==> config.mk <==
export PLATFORM = sky130hd
export DESIGN_NAME = shmwin_cfg_decoder
export DESIGN_NICKNAME = d
export VERILOG_FILES = /design/src/rtl/shmwin_pkg.sv /design/src/rtl/shmwin_scan.sv /design/src/rtl/shmwin_mask.sv /design/src/rtl/shmwin_irq.sv /design/src/rtl/shmwin_cfg_decoder.sv
export SDC_FILE = /design/constraint.sdc
export NUM_CORES = 1
export LEC_CHECK = 0
export BUFFER_PORTS_ARGS = -buffer_cell sky130_fd_sc_hd__buf_2
export CORE_MARGIN = 3
export CORE_UTILIZATION = 41
export DETAILED_ROUTE_END_ITERATION = 8
export PLACE_DENSITY_LB_ADDON = 0.15
export SYNTH_ARGS = -nofsm -noshare
export SYNTH_HDL_FRONTEND = slang
export SYNTH_SLANG_ARGS = --single-unit
==> constraint.sdc <==
create_clock -name clk -period 6.57 [get_ports clk]
set_input_delay 0.3285 -clock clk [delete_from_list [all_inputs] [get_ports clk]]
set_output_delay 0.3285 -clock clk [all_outputs]
set_load 0.05 [all_outputs]
==> src/rtl/shmwin_pkg.sv <==
`timescale 1ns/1ps
package shmwin_pkg;
    localparam int MCFG_W = 8;
    localparam int IDX_W  = $clog2(MCFG_W);
    localparam int BLK_W  = 3;
    localparam int ADDR_W = 20;
    localparam int SIZE_W = 17;
    localparam int IRQ_W  = 3;
    localparam int IRQN_W = 4;

    typedef struct packed {
        logic              vld;
        logic [MCFG_W-1:0] mcfg;
        logic [IRQ_W-1:0]  irq;
        logic              wb_v;
        logic [ADDR_W-1:0] wb;
        logic              ws_v;
        logic [SIZE_W-1:0] ws;
    } cap_t;

    typedef struct packed {
        logic              vld;
        logic              ok;
        logic [IDX_W-1:0]  idx;
        logic [BLK_W-1:0]  blocks;
        logic [IRQ_W-1:0]  irq;
        logic              wb_v;
        logic [ADDR_W-1:0] wb;
        logic              ws_v;
        logic [SIZE_W-1:0] ws;
    } mid_t;

    typedef struct packed {
        logic              done;
        logic              bad;
        logic              mism;
        logic [ADDR_W-1:0] base;
        logic [SIZE_W-1:0] size;
        logic [3:0]        page;
        logic [7:0]        dec;
        logic [7:0]        mctl;
        logic [7:0]        pgctl;
        logic [7:0]        xdec;
        logic [IRQN_W-1:0] irq_num;
        logic              irq_none;
    } res_t;

    typedef struct packed {
        cap_t c;
        mid_t m;
        res_t o;
    } state_t;

    function automatic logic [IRQN_W-1:0] irq_lookup(input logic [IRQ_W-1:0] code);
        case (code)
            3'd1:    irq_lookup = 4'd9;
            3'd2:    irq_lookup = 4'd3;
            3'd3:    irq_lookup = 4'd4;
            3'd4:    irq_lookup = 4'd5;
            3'd5:    irq_lookup = 4'd10;
            3'd6:    irq_lookup = 4'd11;
            default: irq_lookup = 4'd0;
        endcase
    endfunction
endpackage

==> src/rtl/shmwin_scan.sv <==
`timescale 1ns/1ps
module shmwin_scan
    import shmwin_pkg::*;
#(
    parameter int W = MCFG_W
) (
    input  logic [W-1:0]           cfg,
    output logic [$clog2(W)-1:0]   idx,
    output logic [BLK_W-1:0]       blocks,
    output logic                   ok
);
    localparam int IW = $clog2(W);

    logic [W-1:0] first_oh;
    logic [W-1:0] rest;
    logic [W-1:0] rest_inc;

    // one-hot marker of the lowest set bit
    generate
        for (genvar b = 0; b < W; b++) begin : g_first
            if (b == 0) begin : g_lsb
                assign first_oh[b] = cfg[b];
            end else begin : g_up
                assign first_oh[b] = cfg[b] & ~(|cfg[b-1:0]);
            end
        end
    endgenerate

    always_comb begin
        idx = '0;
        for (int b = 0; b < W; b++) begin
            if (first_oh[b]) idx = idx | IW'(b);
        end
    end

    assign rest     = cfg >> idx;
    assign rest_inc = rest + W'(1);
    assign blocks   = BLK_W'($countones(rest));
    // contiguous run of ones, at most four 16 KiB blocks
    assign ok = (|cfg) && ((rest & rest_inc) == '0) && (rest <= W'(15));
endmodule

==> src/rtl/shmwin_mask.sv <==
`timescale 1ns/1ps
module shmwin_mask
    import shmwin_pkg::*;
#(
    parameter logic [ADDR_W-1:0] ORIGIN  = 20'hC0000,
    parameter int                PG_SH   = 14,
    parameter logic [7:0]        CS16_EN = 8'h10
) (
    input  logic [IDX_W-1:0]  idx,
    input  logic [BLK_W-1:0]  blocks,
    output logic [ADDR_W-1:0] base,
    output logic [SIZE_W-1:0] size,
    output logic [3:0]        page,
    output logic [7:0]        dec,
    output logic [7:0]        mctl,
    output logic [7:0]        pgctl,
    output logic [7:0]        xdec
);
    logic [15:0] run;
    logic [15:0] mask;
    logic [15:0] mask_n;

    assign base   = ORIGIN + (ADDR_W'(idx) << PG_SH);
    assign size   = SIZE_W'(blocks) << PG_SH;
    assign page   = base[PG_SH+3:PG_SH];
    assign run    = (16'd1 << blocks) - 16'd1;
    assign mask   = run << page;
    assign mask_n = ~mask;
    assign dec    = mask[7:0];
    assign pgctl  = ~mask[7:0];
    assign mctl   = CS16_EN | {4'd0, page[1:0], 2'd0};
    assign xdec   = 8'((mask_n >> 4) & 16'h00F0) | 8'(mask >> 8);
endmodule

==> src/rtl/shmwin_irq.sv <==
`timescale 1ns/1ps
module shmwin_irq
    import shmwin_pkg::*;
(
    input  logic [IRQ_W-1:0]  code,
    output logic [IRQN_W-1:0] num,
    output logic              none
);
    assign num  = irq_lookup(code);
    assign none = (num == '0);
endmodule

==> src/rtl/shmwin_cfg_decoder.sv <==
`timescale 1ns/1ps
module shmwin_cfg_decoder
    import shmwin_pkg::*;
#(
    parameter logic [ADDR_W-1:0] ORIGIN  = 20'hC0000,
    parameter int                PG_SH   = 14,
    parameter logic [7:0]        CS16_EN = 8'h10
) (
    input  logic                  clk,
    input  logic                  rst_n,
    input  logic                  start,
    input  logic [MCFG_W-1:0]     mem_cfg,
    input  logic [IRQ_W-1:0]      irq_code,
    input  logic                  want_base_vld,
    input  logic [ADDR_W-1:0]     want_base,
    input  logic                  want_size_vld,
    input  logic [SIZE_W-1:0]     want_size,
    output logic                  done,
    output logic                  bad_cfg,
    output logic                  mismatch,
    output logic [ADDR_W-1:0]     win_base,
    output logic [SIZE_W-1:0]     win_size,
    output logic [3:0]            page,
    output logic [7:0]            dec_val,
    output logic [7:0]            mctl_val,
    output logic [7:0]            pgctl_val,
    output logic [7:0]            xdec_val,
    output logic [IRQN_W-1:0]     irq_num,
    output logic                  irq_none
);
    state_t st_q, st_d;

    logic [IDX_W-1:0]  sc_idx;
    logic [BLK_W-1:0]  sc_blocks;
    logic              sc_ok;
    logic [ADDR_W-1:0] mk_base;
    logic [SIZE_W-1:0] mk_size;
    logic [3:0]        mk_page;
    logic [7:0]        mk_dec, mk_mctl, mk_pgctl, mk_xdec;
    logic [IRQN_W-1:0] iq_num;
    logic              iq_none;

    shmwin_scan #(.W(MCFG_W)) u_scan (
        .cfg    (st_q.c.mcfg),
        .idx    (sc_idx),
        .blocks (sc_blocks),
        .ok     (sc_ok)
    );

    shmwin_mask #(.ORIGIN(ORIGIN), .PG_SH(PG_SH), .CS16_EN(CS16_EN)) u_mask (
        .idx    (st_q.m.idx),
        .blocks (st_q.m.blocks),
        .base   (mk_base),
        .size   (mk_size),
        .page   (mk_page),
        .dec    (mk_dec),
        .mctl   (mk_mctl),
        .pgctl  (mk_pgctl),
        .xdec   (mk_xdec)
    );

    shmwin_irq u_irq (
        .code (st_q.m.irq),
        .num  (iq_num),
        .none (iq_none)
    );

    always_comb begin
        st_d = st_q;

        // stage 1: capture on start
        st_d.c.vld = start;
        if (start) begin
            st_d.c.mcfg = mem_cfg;
            st_d.c.irq  = irq_code;
            st_d.c.wb_v = want_base_vld;
            st_d.c.wb   = want_base;
            st_d.c.ws_v = want_size_vld;
            st_d.c.ws   = want_size;
        end

        // stage 2: bit scan
        st_d.m.vld = st_q.c.vld;
        if (st_q.c.vld) begin
            st_d.m.ok     = sc_ok;
            st_d.m.idx    = sc_ok ? sc_idx : '0;
            st_d.m.blocks = sc_ok ? sc_blocks : '0;
            st_d.m.irq    = st_q.c.irq;
            st_d.m.wb_v   = st_q.c.wb_v;
            st_d.m.wb     = st_q.c.wb;
            st_d.m.ws_v   = st_q.c.ws_v;
            st_d.m.ws     = st_q.c.ws;
        end

        // stage 3: register values and result
        st_d.o.done = st_q.m.vld;
        if (st_q.m.vld) begin
            st_d.o.irq_num  = iq_num;
            st_d.o.irq_none = iq_none;
            st_d.o.bad      = ~st_q.m.ok;
            if (st_q.m.ok) begin
                st_d.o.base  = mk_base;
                st_d.o.size  = mk_size;
                st_d.o.page  = mk_page;
                st_d.o.dec   = mk_dec;
                st_d.o.mctl  = mk_mctl;
                st_d.o.pgctl = mk_pgctl;
                st_d.o.xdec  = mk_xdec;
                st_d.o.mism  = (st_q.m.wb_v && (st_q.m.wb != mk_base)) ||
                               (st_q.m.ws_v && (st_q.m.ws != mk_size));
            end else begin
                st_d.o.base  = '0;
                st_d.o.size  = '0;
                st_d.o.page  = '0;
                st_d.o.dec   = '0;
                st_d.o.mctl  = '0;
                st_d.o.pgctl = '0;
                st_d.o.xdec  = '0;
                st_d.o.mism  = 1'b0;
            end
        end
    end

    always_ff @(posedge clk or negedge rst_n) begin
        if (!rst_n) st_q <= '0;
        else        st_q <= st_d;
    end

    assign done      = st_q.o.done;
    assign bad_cfg   = st_q.o.bad;
    assign mismatch  = st_q.o.mism;
    assign win_base  = st_q.o.base;
    assign win_size  = st_q.o.size;
    assign page      = st_q.o.page;
    assign dec_val   = st_q.o.dec;
    assign mctl_val  = st_q.o.mctl;
    assign pgctl_val = st_q.o.pgctl;
    assign xdec_val  = st_q.o.xdec;
    assign irq_num   = st_q.o.irq_num;
    assign irq_none  = st_q.o.irq_none;
endmodule

After elaboration in Yosys (flattened, before gate mapping) --
Cells that the tools add are included.
Word-level totals: register bits after elaboration 182
Cells by class: multiplexer cells 11, $lt $le $gt $ge 1, bitwise logic cells 19, equality and inequality tests 8, $add $sub $neg 10, reductions and logical operators 14, shift operators 3
Operators with widths (number):
- $mux 74 | 1
- $pmux 4 s6 | 1
- $add 19x18->20 const A | 1
- $ne 20x20->1 | 1
- $mux 3 | 6
- $ne 17x17->1 | 1
- $shl 1x3->16 const A | 1
- $shl 16x4->16 | 1
- $sub 16x1->16 const B | 1
- $not 12->12 | 1
- $add 3x3->3 | 3
- $eq 3x3->1 const B | 3
- $add 1x1->2 | 4
- $add 8x1->8 const B | 1
- $and 8x8->8 | 1
- $le 8x4->1 const B | 1
- $logic_not 8->1 | 1
- $not 1->1 | 8
- $not 8->8 | 1
- $or 8x8->8 | 1
- $reduce_or 8->1 | 1
- $shr 8x3->8 | 1
- $and 1x1->1 | 7
- $reduce_or 7->1 | 1
- 12 further kinds | 17

Logic depth before layout (Yosys ltp) --
depth after elaboration 16, gate-level depth with buffers 15, depth with buffers taken out 14

By module --
From an unflattened synthesis, not the netlist that was laid out.
Second synthesis, totals: cell total of the unflattened synthesis 941, area, all modules 9763.1 µm²
By module, submodules not included:
- shmwin_cfg_decoder | area an instance 7947.6 µm², times used 1, cells each 689
- shmwin_mask | area an instance 1133.6 µm², times used 1, cells each 156
- shmwin_scan | area an instance 608.1 µm², times used 1, cells each 84
- shmwin_irq | area an instance 73.8 µm², times used 1, cells each 12

Worst setup path after synthesis --
No wires, ideal clock.
path kind reg-to-reg, from register st_q[175] (netlist name), to register st_q[125] (netlist name), setup slack 3212 ps, clock period less this slack 3358 ps, arrival time 3220 ps, cell stages (with the launch flop) 15, data required time 6431 ps, library setup time 139 ps, path through dfrtp_1 -> buf_4 -> nor2_2 -> o31ai_4 -> a221o_1 -> o211ai_1 -> ha_1 -> inv_1 -> fa_1 -> inv_1 -> fa_1 -> ha_1 -> xnor2_1 -> xnor2_1 -> o22ai_2
On the way: cells in the longest elaborated chain, start to end 15, elaborated cells on any way between the ends 38, those cells by class add/sub: 8; order compare: 1; shift: 1; mux: 7; bitwise: 12; reduce/logical: 9
RTL lines:
- start: declaration | RTL line shmwin_cfg_decoder.sv:31 | state_t st_q, st_d;
- start signal: assignment | RTL line shmwin_cfg_decoder.sv:126 | else st_q <= st_d;
- $reduce_or 3->1 | RTL line shmwin_scan.sv:24 | assign first_oh[b] = cfg[b] & ~(|cfg[b-1:0]);
- $not 1->1 | RTL line shmwin_scan.sv:24
- $and 1x1->1 | RTL line shmwin_scan.sv:24
- $mux 2 | RTL line shmwin_scan.sv:32 | if (first_oh[b]) idx = idx | IW'(b);
- $mux 3 (4 in a row) | RTL line shmwin_scan.sv:32
- $shr 8x3->8 | RTL line shmwin_scan.sv:36 | assign rest = cfg >> idx;
- $add 8x1->8 | RTL line shmwin_scan.sv:37 | assign rest_inc = rest + W'(1);
- $and 8x8->8 | RTL line shmwin_scan.sv:40 | assign ok = (|cfg) && ((rest & rest_inc) == '0) && (rest <= W'(15));
- $logic_not 8->1 | RTL line shmwin_scan.sv:40
- $logic_and 1x1->1 (2 in a row) | RTL line shmwin_scan.sv:40
- $mux 3 * | RTL line shmwin_cfg_decoder.sv:87 | st_d.m.blocks = sc_ok ? sc_blocks : '0;
Every way passes the cells marked *; elsewhere a longest branch is shown, timed or not. A chain may end at the register's enable or synchronous reset.

Final worst setup path --
from register st_q[173] (netlist name), to register st_q[125] (netlist name)
On the way: cells in the longest elaborated chain, start to end 16, elaborated cells on any way between the ends 43, those cells by class add/sub: 8; order compare: 1; shift: 1; mux: 8; bitwise: 15; reduce/logical: 10
RTL lines (RTL line):
- $not 1->1 or $reduce_or 2->1 (tied branches) | shmwin_scan.sv:24
- $and 1x1->1 or $not 1->1 (tied branches) | shmwin_scan.sv:24
- $mux 1 or $and 1x1->1 (tied branches) | shmwin_scan.sv:32, shmwin_scan.sv:24
- $mux 2 (2 in a row) | shmwin_scan.sv:32
- $mux 3 (4 in a row) | shmwin_scan.sv:32
- $shr 8x3->8 | shmwin_scan.sv:36
- $add 8x1->8 | shmwin_scan.sv:37
- $and 8x8->8 | shmwin_scan.sv:40
- $logic_not 8->1 | shmwin_scan.sv:40
- $logic_and 1x1->1 (2 in a row) | shmwin_scan.sv:40
- $mux 3 * | shmwin_cfg_decoder.sv:87
Marks and branches as above.

==> results_dict.tcl <==
set metrics [dict create \
    status "complete, no violations" \
    dp_cells 888 \
    synth_top_family_by_area "multiplexers" \
    max_cap_violations 0 \
    die_area_sq_um 19300 \
    chipHeight_um 139 \
    seq_area_frac_synth_pct 48.4 \
    cp-start-kind "flip-flop" \
    synth_simple_gate_area_share_pct 8.41 \
    wirelength_um 13900 \
    grt_pass1_wl_um 23500 \
    grt_overflow_total 0 \
    worst_r2r_path_depth 13 \
    grt_max_degree 72 \
    cp_max_fo 18 \
    timing.hold.ws_ns 0.145 \
    tns_ns 0 \
    cts_buffers 17 \
    row_count 47 \
    die_width_um 139 \
    clk_latency_ns 0.41 \
    cp.arrival_ns 4.04 \
    finalSetupViolCount 0 \
    drv_slew 0 \
    yosys.cell_types.count 68 \
    synth-seq-cells 140 \
    cts.clk_slew.worst_paths_ns 0.06 \
    peakVddDrop_v 0.000179 \
    r2r-start "st_q[173]$_DFFE_PN0P_" \
    track_usage_pct 14.9 \
    clockRootBuffer "clkbuf_16" \
    design.core.area_sq_um 16900 \
    grt_pass1_vias 4608 \
    nets 754 \
    syn_avg_cell_area_sq_um 11.1 \
    synth_top_area_share_pct 48.4 \
    setup.worst_path.start "st_q[173]$_DFFE_PN0P_" \
    grt_setup_unrepaired "no" \
    worst-setup-path-type "flip-flop to flip-flop" \
    dpl.hpwl_um 9820 \
    synthXorXnorAreaFrac_pct 0.967 \
    drc 0 \
    required_ns 6.86 \
    async_reset_ff_share_pct 100 \
    p_leak_uw 0.00358 \
    crit_end "st_q[125]$_DFFE_PN0P_" \
    synth_flop_cell "dfrtp_1" \
    end_kind "flip-flop" \
    ys_top_cells_by_area "dfrtp_1 (48%), mux2_2 (15%), buf_4 (8.3%)" \
    portBuffers 98 \
    initial_core_util_pct 42.8 \
    power_density_nw_per_um2 295 \
    fmaxAchievable_ghz 0.266 \
    route.vias.total 4634 \
    synth_edf_count 0 \
    fin_crit_ns 3.76 \
    muxShareOfSynthArea_pct 14.8 \
    synthesis.area_sq_um 7250 \
    syn2layout_area_growth_pct 10.0 \
    firstDrtPassIters 4 \
    synth-adder-area-share_pct 2.69 \
    min_path_type "primary input to flip-flop" \
    hold_viol 0 \
    cts_tree "yes" \
    finalNonFillerCells 920 \
    avgViaCountPerCell 5.04 \
    yosysMostFrequentCell "dfrtp_1" \
    ios 134 \
    relSlewSlack_pct 38.4 \
    synth-compound-area-share_pct 11.2 \
    cts_num_sinks 140 \
    drtAntennaViolNets 0 \
    synth-warning-count 0 \
    finalCritPeriodShare_pct 57.2 \
    clockBufferDepth 2 \
    synth_commonest_cells "dfrtp_1 (140), mux2_2 (95), buf_4 (80)" \
    place.gp.congestion 0.815 \
    r2r_setup_slack_ns 2.81 \
    htree_levels 4 \
    hp-start "want_base[16]" \
    wl_per_cell_um 15.1 \
    fin_skew_ns 0.00406 \
    drtIter0Drc 256 \
    antenna_found_initial 1 \
    worst_slew_pin_slew_ns 0.924 \
    drive_gt1_share_pct 35.9 \
    yosys.area.top_type "dfrtp_1" \
    syn_inst 650 \
    final_core_util_pct 47.1 \
    r2r-end "st_q[125]$_DFFE_PN0P_" \
]
==> cell type report <==
| class | count | area, sq um |
|---|---|---|
| antenna | 1 | 2.50 |
| clock buffer | 20 | 447 |
| clock inverter | 10 | 93.8 |
| fill | 1573 | 8970 |
| inverter | 59 | 226 |
| multi-input combinational | 368 | 2890 |
| sequential | 140 | 3510 |
| tap | 220 | 275 |
| timing repair buffer | 102 | 529 |
==> layout by cell type, fill, tap and decap left out, types with 5 or more instances in the layout <==
master / count
ha_1: 10
inv_1: 57
nand3_1: 18
nor4_1: 5
o211ai_1: 8
o22ai_1: 11
xor2_1: 5
conb_1: 35
o22ai_2: 5
dfrtp_1: 138
nand2_1: 19
o21ai_0: 30
nor2b_1: 11
nor3_1: 5
nor2_1: 17
nand2b_1: 7
buf_2: 97
mux2_2: 95
clkbuf_16: 17
o21ai_1: 5
a21oi_1: 14
==> repair_timing <==
action / in CTS / in global routing
endpoints found under the hold margin: 70 / 0
setup buffers: 0 / 0
hold buffers: 1 / 0
gates resized for setup: 0 / 0
==> metal layers <==
metal / GRT usage, % / share of wire (%) / up-vias
met3: 4.97 / 6.6 / 27
met5: 0 / 0.094 / -
met2: 22.9 / 46 / 138
met4: 5.72 / 2.1 / 2
li1: - / - / 2195
met1: 19.5 / 45 / 2272
==> worst max-delay path: stages, from the launching register on <==
cell and delay, ns:
dfrtp_1 0.74, nor3_1 0.13, o21ai_1 0.16, a32oi_4 0.19
o32ai_1 0.47, ha_1 0.26, inv_1 0.06, fa_1 0.49
inv_1 0.06, fa_1 0.47, ha_1 0.22, xnor2_1 0.16
xnor2_1 0.15, o22ai_2 0.07
==> logic make-up after synthesis <==
family	count (synthesis)
buffers and inverters	176
DFF	140
AOI/OAI and AO/OA	109
and+or+nand+nor	107
muxes	95
adders and majority gates	14
xor gates and xnor gates	8
other	1
==> flip-flops by register name (all words and copies together), names as in the netlist, 2 cells and up <==
name,count
dec_val,8
irq_num,4
pgctl_val,8
st_d,2
st_q,99
win_base,4
win_size,3
xdec_val,8
==> how the worst min path moves through the flow <==
stage	to	slack, ns	depth (start not counted)
CTS	st_q[160]$_DFFE_PN0P_	0.12	2
global placement	pgctl_val[6]$_DFFE_PN0P_	0.38	1
floorplan	bad_cfg$_DFFE_PN0P_	0.03	0
finish	st_q[165]$_DFFE_PN0P_	0.15	2
global route	st_q[143]$_DFFE_PN0P_	0.12	2
detailed placement	pgctl_val[6]$_DFFE_PN0P_	0.39	1
==> power breakdown <==
part           switching, uW  internal (uW)
clock                    354            526
sequential              78.9            947
combinational            261            180
==> through the flow <==
stage                     total power [uW]  setup slack (ns)  instance area (sq um)
after detailed placement              1490              2.84                   7420
after floorplan                       1410              3.21                   7370
after global placement                1470              2.91                   7420
final                                 2350              2.81                   7970
after CTS                             2380              2.81                   7970
after global routing                  2480              2.51                   7970
Note: power is estimated with default switching activity, not from simulation.
